File: src/rtl/tagcap_pkg.sv
// Shared types for the tag-filtered capture controller.
// Assumes tags index a flag mask holding two bits per tag value.
package tagcap_pkg;
    typedef struct packed {
        logic start;
        logic save;
    } tag_flags_t;
endpackage

File: src/rtl/tagcap_decode.sv
// Tag decoder: picks the save flag (even bit) and the start flag (odd bit)
// for the received tag out of the mask.
// Assumes the mask holds exactly two bits per tag value.
module tagcap_decode
    import tagcap_pkg::*;
#(
    parameter int TAG_W  = 2,
    localparam int MASK_W = 2 << TAG_W
) (
    input  logic [MASK_W-1:0] mask,
    input  logic [TAG_W-1:0]  tag,
    output tag_flags_t        flags
);
    // Index the mask pair that belongs to this tag.
    always_comb begin
        flags.save  = mask[{tag, 1'b0}];
        flags.start = mask[{tag, 1'b1}];
    end
endmodule

File: src/rtl/tagcap_parity.sv
// Parity inserter: replaces the two top bits of a word with parity over the
// odd-numbered (top bit) and even-numbered (next bit) payload bits.
// Assumes DATA_W >= 4. Parity disabled forces both bits to zero.
module tagcap_parity #(
    parameter int DATA_W    = 16,
    localparam int PAYLOAD_W = DATA_W - 2
) (
    input  logic [DATA_W-1:0] din,
    input  logic              par_en,
    input  logic              par_odd,
    output logic [DATA_W-1:0] dout
);
    logic [PAYLOAD_W-1:0] odd_lane;
    logic [PAYLOAD_W-1:0] even_lane;

    // Split payload bits into odd-index and even-index lanes.
    for (genvar i = 0; i < PAYLOAD_W; i++) begin : g_lane
        if (i % 2 == 1) begin : g_odd
            assign odd_lane[i]  = din[i];
            assign even_lane[i] = 1'b0;
        end else begin : g_even
            assign odd_lane[i]  = 1'b0;
            assign even_lane[i] = din[i];
        end
    end

    // Reduce lanes, apply polarity and the enable.
    always_comb begin
        dout[PAYLOAD_W-1:0] = din[PAYLOAD_W-1:0];
        dout[DATA_W-1]      = par_en & ((^odd_lane) ^ par_odd);
        dout[DATA_W-2]      = par_en & ((^even_lane) ^ par_odd);
    end
endmodule

File: src/rtl/tagcap_seq.sv
// Capture sequencer: holds the run bit, the capture-open flag and the stop
// counter, and decides which words are stored.
// Assumes set/clear arrive as single-cycle pulses; clear wins over set.
module tagcap_seq
    import tagcap_pkg::*;
#(
    parameter int STOP_W = 8
) (
    input  logic              clk,
    input  logic              rst_n,
    input  logic              req_set,
    input  logic              req_clr,
    input  logic              cont,
    input  logic [STOP_W-1:0] stop_cnt,
    input  logic              word_valid,
    input  tag_flags_t        flags,
    output logic              run,
    output logic              store
);
    localparam logic [STOP_W-1:0] CNT_ZERO = '0;

    logic              armed_q;
    logic [STOP_W-1:0] cnt_q;
    logic              exhausted;
    logic              armed_next;

    // Counted mode ends once the counter has drained.
    assign exhausted  = !cont && (cnt_q == CNT_ZERO);
    assign armed_next = armed_q | flags.start;

    // A word is stored only while running, with the capture open and the tag's save flag set.
    always_comb begin
        store = run && !req_clr && !req_set && !exhausted
                && word_valid && armed_next && flags.save;
    end

    // Run bit, capture-open flag and stop counter.
    always_ff @(posedge clk) begin
        if (!rst_n) begin
            run     <= 1'b0;
            armed_q <= 1'b0;
            cnt_q   <= CNT_ZERO;
        end else if (req_clr) begin
            run <= 1'b0;
        end else if (req_set) begin
            run     <= 1'b1;
            armed_q <= 1'b0;
            cnt_q   <= stop_cnt;
        end else if (run) begin
            if (exhausted) begin
                run <= 1'b0;
            end else if (word_valid) begin
                armed_q <= armed_next;
                if (store && !cont) begin
                    cnt_q <= cnt_q - 1'b1;
                end
            end
        end
    end

    AST_STOP_AT_ZERO: assert property (@(posedge clk) disable iff (!rst_n)
        (run && !cont && cnt_q == CNT_ZERO && !req_set) |=> !run);
    AST_CLR_DROPS_RUN: assert property (@(posedge clk) disable iff (!rst_n)
        req_clr |=> !run);
    AST_SET_RAISES_RUN: assert property (@(posedge clk) disable iff (!rst_n)
        (req_set && !req_clr) |=> run);
endmodule

File: src/rtl/tagcap_ctrl.sv
// Top: tag-filtered capture controller. Decodes the tag, sequences the
// capture, inserts parity and registers the write toward the FIFO.
// Assumes one word per cycle at most and a FIFO that always accepts.
module tagcap_ctrl
    import tagcap_pkg::*;
#(
    parameter int DATA_W = 16,
    parameter int TAG_W  = 2,
    parameter int STOP_W = 8,
    localparam int MASK_W = 2 << TAG_W
) (
    input  logic              clk,
    input  logic              rst_n,
    input  logic              in_valid,
    input  logic [TAG_W-1:0]  in_tag,
    input  logic [DATA_W-1:0] in_data,
    input  logic [MASK_W-1:0] cfg_tag_mask,
    input  logic              cfg_par_en,
    input  logic              cfg_par_odd,
    input  logic              cfg_cont,
    input  logic [STOP_W-1:0] cfg_stop_cnt,
    input  logic              sw_start_set,
    input  logic              sw_start_clr,
    output logic              run,
    output logic              wr_valid,
    output logic [DATA_W-1:0] wr_data
);
    tag_flags_t        flags;
    logic              store;
    logic [DATA_W-1:0] word_par;

    tagcap_decode #(.TAG_W(TAG_W)) u_decode (
        .mask  (cfg_tag_mask),
        .tag   (in_tag),
        .flags (flags)
    );

    tagcap_seq #(.STOP_W(STOP_W)) u_seq (
        .clk        (clk),
        .rst_n      (rst_n),
        .req_set    (sw_start_set),
        .req_clr    (sw_start_clr),
        .cont       (cfg_cont),
        .stop_cnt   (cfg_stop_cnt),
        .word_valid (in_valid),
        .flags      (flags),
        .run        (run),
        .store      (store)
    );

    tagcap_parity #(.DATA_W(DATA_W)) u_parity (
        .din     (in_data),
        .par_en  (cfg_par_en),
        .par_odd (cfg_par_odd),
        .dout    (word_par)
    );

    // Register the write port toward the FIFO.
    always_ff @(posedge clk) begin
        if (!rst_n) begin
            wr_valid <= 1'b0;
            wr_data  <= '0;
        end else begin
            wr_valid <= store;
            if (store) begin
                wr_data <= word_par;
            end
        end
    end

    AST_WRITE_NEEDS_RUN: assert property (@(posedge clk) disable iff (!rst_n)
        wr_valid |-> $past(run));
    AST_WRITE_NEEDS_SAVE: assert property (@(posedge clk) disable iff (!rst_n)
        wr_valid |-> $past(in_valid && cfg_tag_mask[{in_tag, 1'b0}]));
    AST_PARITY_OFF_ZERO: assert property (@(posedge clk) disable iff (!rst_n)
        (wr_valid && $past(!cfg_par_en)) |-> (wr_data[DATA_W-1:DATA_W-2] == 2'b00));
endmodule

File: config.mk
export PLATFORM = sky130hd
export DESIGN_NAME = tagcap_ctrl
export DESIGN_NICKNAME = d
export VERILOG_FILES = /design/src/rtl/tagcap_pkg.sv /design/src/rtl/tagcap_decode.sv /design/src/rtl/tagcap_parity.sv /design/src/rtl/tagcap_seq.sv /design/src/rtl/tagcap_ctrl.sv
export SDC_FILE = /design/constraint.sdc
export NUM_CORES = 1
export LEC_CHECK = 0
export ABC_CLOCK_PERIOD_IN_PS = 2170
export BUFFER_PORTS_ARGS = -buffer_cell sky130_fd_sc_hd__buf_4
export CORE_UTILIZATION = 51
export CTS_BUF_LIST = sky130_fd_sc_hd__clkbuf_8
export DETAILED_ROUTE_END_ITERATION = 8
export HOLD_SLACK_MARGIN = 0.12
export PLACE_DENSITY_LB_ADDON = 0.12
export SYNTH_ARGS = -nofsm -noshare
export SYNTH_HDL_FRONTEND = slang
export SYNTH_HIERARCHICAL = 1
export SYNTH_SLANG_ARGS = --single-unit
File: constraint.sdc
create_clock -name clk -period 2.17 [get_ports clk]
set_input_delay 0.434 -clock clk [delete_from_list [all_inputs] [get_ports clk]]
set_output_delay 0.434 -clock clk [all_outputs]
set_load 0.01 [all_outputs]
* Word level (Yosys, flattened, before mapping)
Cells that the tools add are included.
Operators by class: order comparisons 2, divide/modulo/power cells 0, bitwise gates (word level) 7, $mul 0, mux-type cells 16, add/subtract/negate cells 1, shift operators 0, equality and inequality tests 1, reduce and logical (&&, ||, !) cells 21
Operator list (count):
- 8-bit two-way mux | 5
- 14-bit parity | 2
- 1-bit two-way mux | 9
- 1-bit logical AND | 8
- 8-bit zero test | 1
- 3-bit by 4-bit less-than comparator with 1-bit output, second input constant | 2
- 8-bit by 1-bit subtractor with 8-bit output, second input constant | 1
- 2-bit nonzero test | 3
- 5-bit AND reduction | 1
- 1-bit binary-select mux with 2-bit select | 2
- 1-bit zero test | 4
- 4-bit AND reduction | 1
- 1-bit bitwise AND | 2
- 2-bit != test, second input constant | 1
- 1-bit NOT | 2
- 2-bit OR reduction | 1
- 1-bit bitwise XOR | 2
- 1-bit bitwise OR | 1
Word-level totals: memories kept 0, bits in writable memories 0, output and inout bits 18, register bits after elaboration 27, bits in read-only memories 0, word-level logic and storage cells 53, bits in latches 0, bits of input ports 42

* Depth between registers and ports, before layout
depth after elaboration 13, depth in mapped cells 9, gate-level depth less buffers 7

* Modules after synthesis
Netlist, hierarchy kept.
Modules (own cells, without submodules):
- tagcap_seq | cells an instance 76, times used 1, area each 648.1 um^2
- tagcap_ctrl | cells an instance 53, times used 1, area each 643.1 um^2
- tagcap_parity | cells an instance 30, times used 1, area each 240.2 um^2
- tagcap_decode | cells an instance 2, times used 1, area each 52.6 um^2

* Worst setup path after synthesis
No wires, ideal clock.
path type in2reg, from input in_tag[0], to register u_seq.cnt_q[3], setup time 0.115 ns, data required time 2.055 ns, data arrival time 1.833 ns, buffers on the path 1, path slack 0.222 ns, stages 7, path through mux4_1 -> nor4bb_1 -> o21ai_0 -> o31ai_2 -> buf_6 -> o21ai_0 -> a31o_1
Between the ends: cells in the longest elaborated chain, start to end 8
RTL lines:
- start: declaration | line tagcap_ctrl.sv:15 | input logic [TAG_W-1:0] in_tag,
- 1-bit binary-select mux with 2-bit select | line tagcap_decode.sv:17 | flags.start = mask[{tag, 1'b1}];
- 1-bit two-way mux (not written as such) | line tagcap_decode.sv:17
- 1-bit bitwise OR | line tagcap_seq.sv:29 | assign armed_next = armed_q | flags.start;
- 1-bit logical AND | line tagcap_seq.sv:34 | && word_valid && armed_next && flags.save;
- 1-bit logical AND * | line tagcap_seq.sv:34
- 1-bit logical AND * | line tagcap_seq.sv:54 | if (store && !cont) begin
- 2-bit nonzero test (no line) *
- 5-bit AND reduction (no line) *
- end signal: assignment | line tagcap_seq.sv:48 | cnt_q <= stop_cnt;
- end signal: assignment | line tagcap_seq.sv:55 | cnt_q <= cnt_q - 1'b1;
- end: declaration | line tagcap_seq.sv:23 | logic [STOP_W-1:0] cnt_q;
Every way passes the cells marked *; elsewhere a longest branch is shown, timed or not. The select of a mux whose other input is x is not followed. A chain may end at the register's enable or synchronous reset.

* Worst setup path in the final report
from register u_seq.cnt_q[0], to register u_seq.cnt_q[4]
Between the ends: cells in the longest elaborated chain, start to end 10
RTL lines:
- branches (longest 10 deep; another with 8-bit by 1-bit subtractor with 8-bit output)
Parallel ways; which one is timed is not known. The select of a mux whose other input is x is not followed.

==> summary.md <==
| Metric | Value |
|---|---|
| Status | finished, violations left |
| Violated checks | DRC |
| Synthesized area per cell | 9.84 um^2 |
| WL/cell | 12.7 um |
| DRT Wirelength | 3010 um |
| IO Pins | 60 |
| Cell area after synthesis | 1580 um^2 |
| Synthesized flop and latch total | 27 |
| Num rows | 19 |
| CP Capture Type | flip-flop |
| Worst-margin pin slew | 350 ps |
| Skew final | 1.27 ps |
| Commonest non-fill, non-tap cell in the layout | buf_4 |
| Post-synth ARST share | 0 |
| Synth top area share | 0.341 |
| Number of global-route vias before repair | 1177 |
| CTS clock-pin slew for the worst setup and hold paths | 90 ps |
| # resized after CTS | 0 |
| DP Area | 1930 um^2 |
| Post-CTS Setup Bufs | 0 |
| Die Height | 57.7 um |
| Synth area leader | dfxtp_1 |
| Final setup viols | 0 |
| Placer Congestion | 0.784 |
| Initial core utilization | 0.555 |
| Tcrit/Tclk final | 0.921 |
| Worst path required time | 2340 ps |
| WP data arrival | 2160 ps |
| Die area | 3330 um^2 |
| Layout cell share with drive strength beyond 1 | 0.341 |
| CP bufs+invs | 2 |
| Dpl cells | 232 |
| Worst-path maximum fanout | 16 |
| Number of synthesized flops with an enable pin | 0 |
| Power Density | 517 nW/um^2 |
| Cells after Synth | 161 |
| CORE AREA | 2850 um^2 |
| Worst Hold Slack | 351 ps |
| Initial DRC count | 31 |
| Chip Width | 57.7 um |
| Post-DRT Antenna Nets | 0 |
| Register area share after synthesis | 0.341 |
| Final instance area | 1980 um^2 |
| Number of distinct library cells after synthesis | 38 |
| Final Hold Fails | 0 |
| Hold Crit Class | in -> reg |
| Fin nets | 250 |
| Clock buffer count from CTS | 3 |
| Fmax achieved | 0.500 GHz |
| Initial antenna violation count | 0 |
| PortBufs | 57 |
| Yosys Warn Count | 6 |
| VDD IR max | 0.311 mV |
| Max Slew Vio Count | 0 |
| Overflow after GRT | 0 |
| Crit-path slowest cell | or4b_1 |
| Gr usage total | 0.185 |
| Main synth FF type | dfxtp_1 |
| Largest net degree at the start of global routing | 34 |
| Via count | 1254 |
| Setup_tns | 0 ps |
| Crit path max-delay family | simple AND/OR/NAND/NOR gates |
| Final cell count without fillers | 236 |
| Max-cap violations | 0 |
| Vias per cell | 5.31 |
| Half-perimeter wire length after placement | 2290 um |
| ANT cells | 0 |
| Syn_nets | 205 |
| Clock Tree Buf Depth | 2 |
| Post-CTS Hold Buffers | 0 |
| TritonRoute pass-1 iters | 6 |
| Worst-skew pair later-pin latency | 260 ps |
| Area contributors post-synth | dfxtp_1 (34%), mux2i_1 (11%), nor2b_1 (6.7%) |
| Min-Delay Path Depth | 2 |
| DRC Markers | 6 |
| Area delta synth->final | 24.9% |
| TritonCTS clock tree | yes |
| Total power draw | 0.00102 W |
| Worst r2r path cells | 8 |
| Crit path cell chain | inv_1, ha_1, or4b_1, o21ai_4, o31ai_2, buf_4, and3_1, a31o_1 |
| Crit path time final | 2000 ps |
| Htree depth | 1 |
| Clk sink count | 27 |
| Crit Path Category | reg -> reg |
| CP startpoint kind | flip-flop |
| Number of fill cells | 231 |
| Commonest non-fill, non-tap cells in the layout | buf_4 (60), dfxtp_1 (27), mux2i_1 (17), nor2b_1 (17), xnor2_1 (12) |
| Slew Limit Headroom | 0.764 |
| Clock root buffer | clkbuf_8 |
| Crit-path max cell delay | 480 ps |
| Leak Pwr | 0.840 nW |
| First-pass GRT wire length | 4840 um |
| Critical Path Stages | 8 |
| RSZ-0062 raised after global routing | no |
-- power breakdown --
group	internal (W)	switching (W)
combinational	0.000134	0.0000960
sequential	0.000507	0.0000132
clock	0.000126	0.000146
-- stage by stage --
stage	worst slack, ps	utilization
6_report	171	0.693
3_5_place_dp	-13.1	0.678
2_1_floorplan	222	-
4_1_cts	172	0.693
5_1_grt	81.1	0.693
3_3_place_gp	89.4	0.678
-- synth_stat cells, types with 2 or more instances --
library cell	n
a31o_1	6
and2_1	2
and3_1	6
buf_4	14
buf_6	2
clkbuf_1	4
dfxtp_1	27
ha_1	2
inv_1	2
mux2i_1	17
mux4_1	2
nand2_1	6
nand2b_1	2
nor2_1	6
nor2b_1	17
nor3_1	2
o211a_1	2
o21ai_0	9
o41ai_1	2
xnor2_1	12
xor2_1	2
-- path summary, 6_finish.rpt --
kind                       start        endpoint  slack [ps]
setup reg to reg  u_seq/cnt_q[0]  u_seq/cnt_q[4]         170
hold reg to reg    u_seq/armed_q   u_seq/armed_q         500
setup / recovery  u_seq/cnt_q[0]  u_seq/cnt_q[4]         170
hold / removal      sw_start_clr       u_seq/run         350
-- kinds of logic (layout without fill, tap and decap cells) --
| family | after synthesis | in the layout | share of synthesized area |
|---|---|---|---|
| simple gates | 51 | 51 | 0.191 |
| flops | 27 | 27 | 0.341 |
| compound gates | 25 | 25 | 0.126 |
| buf+inv | 23 | 67 | 0.107 |
| mux | 19 | 19 | 0.141 |
| xor+xnor | 14 | 14 | 0.0774 |
| fa+ha+maj | 2 | 2 | 0.0158 |
-- sequential cells by signal, indices dropped and copies added, names as in the netlist --
signal and count:
wr_data 16, u_seq/cnt_q 8, u_seq/run 1, u_seq/armed_q 1, wr_valid 1
-- area by class of cell --
type                    count  area [um^2]  share of cell area
inverters                   2         7.51             0.00380
well taps                  31         38.8              0.0196
clock buffers               3         41.3              0.0209
clock inverters             1         3.75             0.00190
repair buffers             61          470               0.238
flip-flops and latches     27          541               0.273
multi-input cells         111          876               0.443
-- per-layer routing --
layer  global-route usage  part of all wire
met5                    0                 0
met4               0.0510            0.0043
met3               0.0268             0.057
met2                0.374              0.53
met1                0.198              0.41
Note: power is estimated with default switching activity, not from simulation.
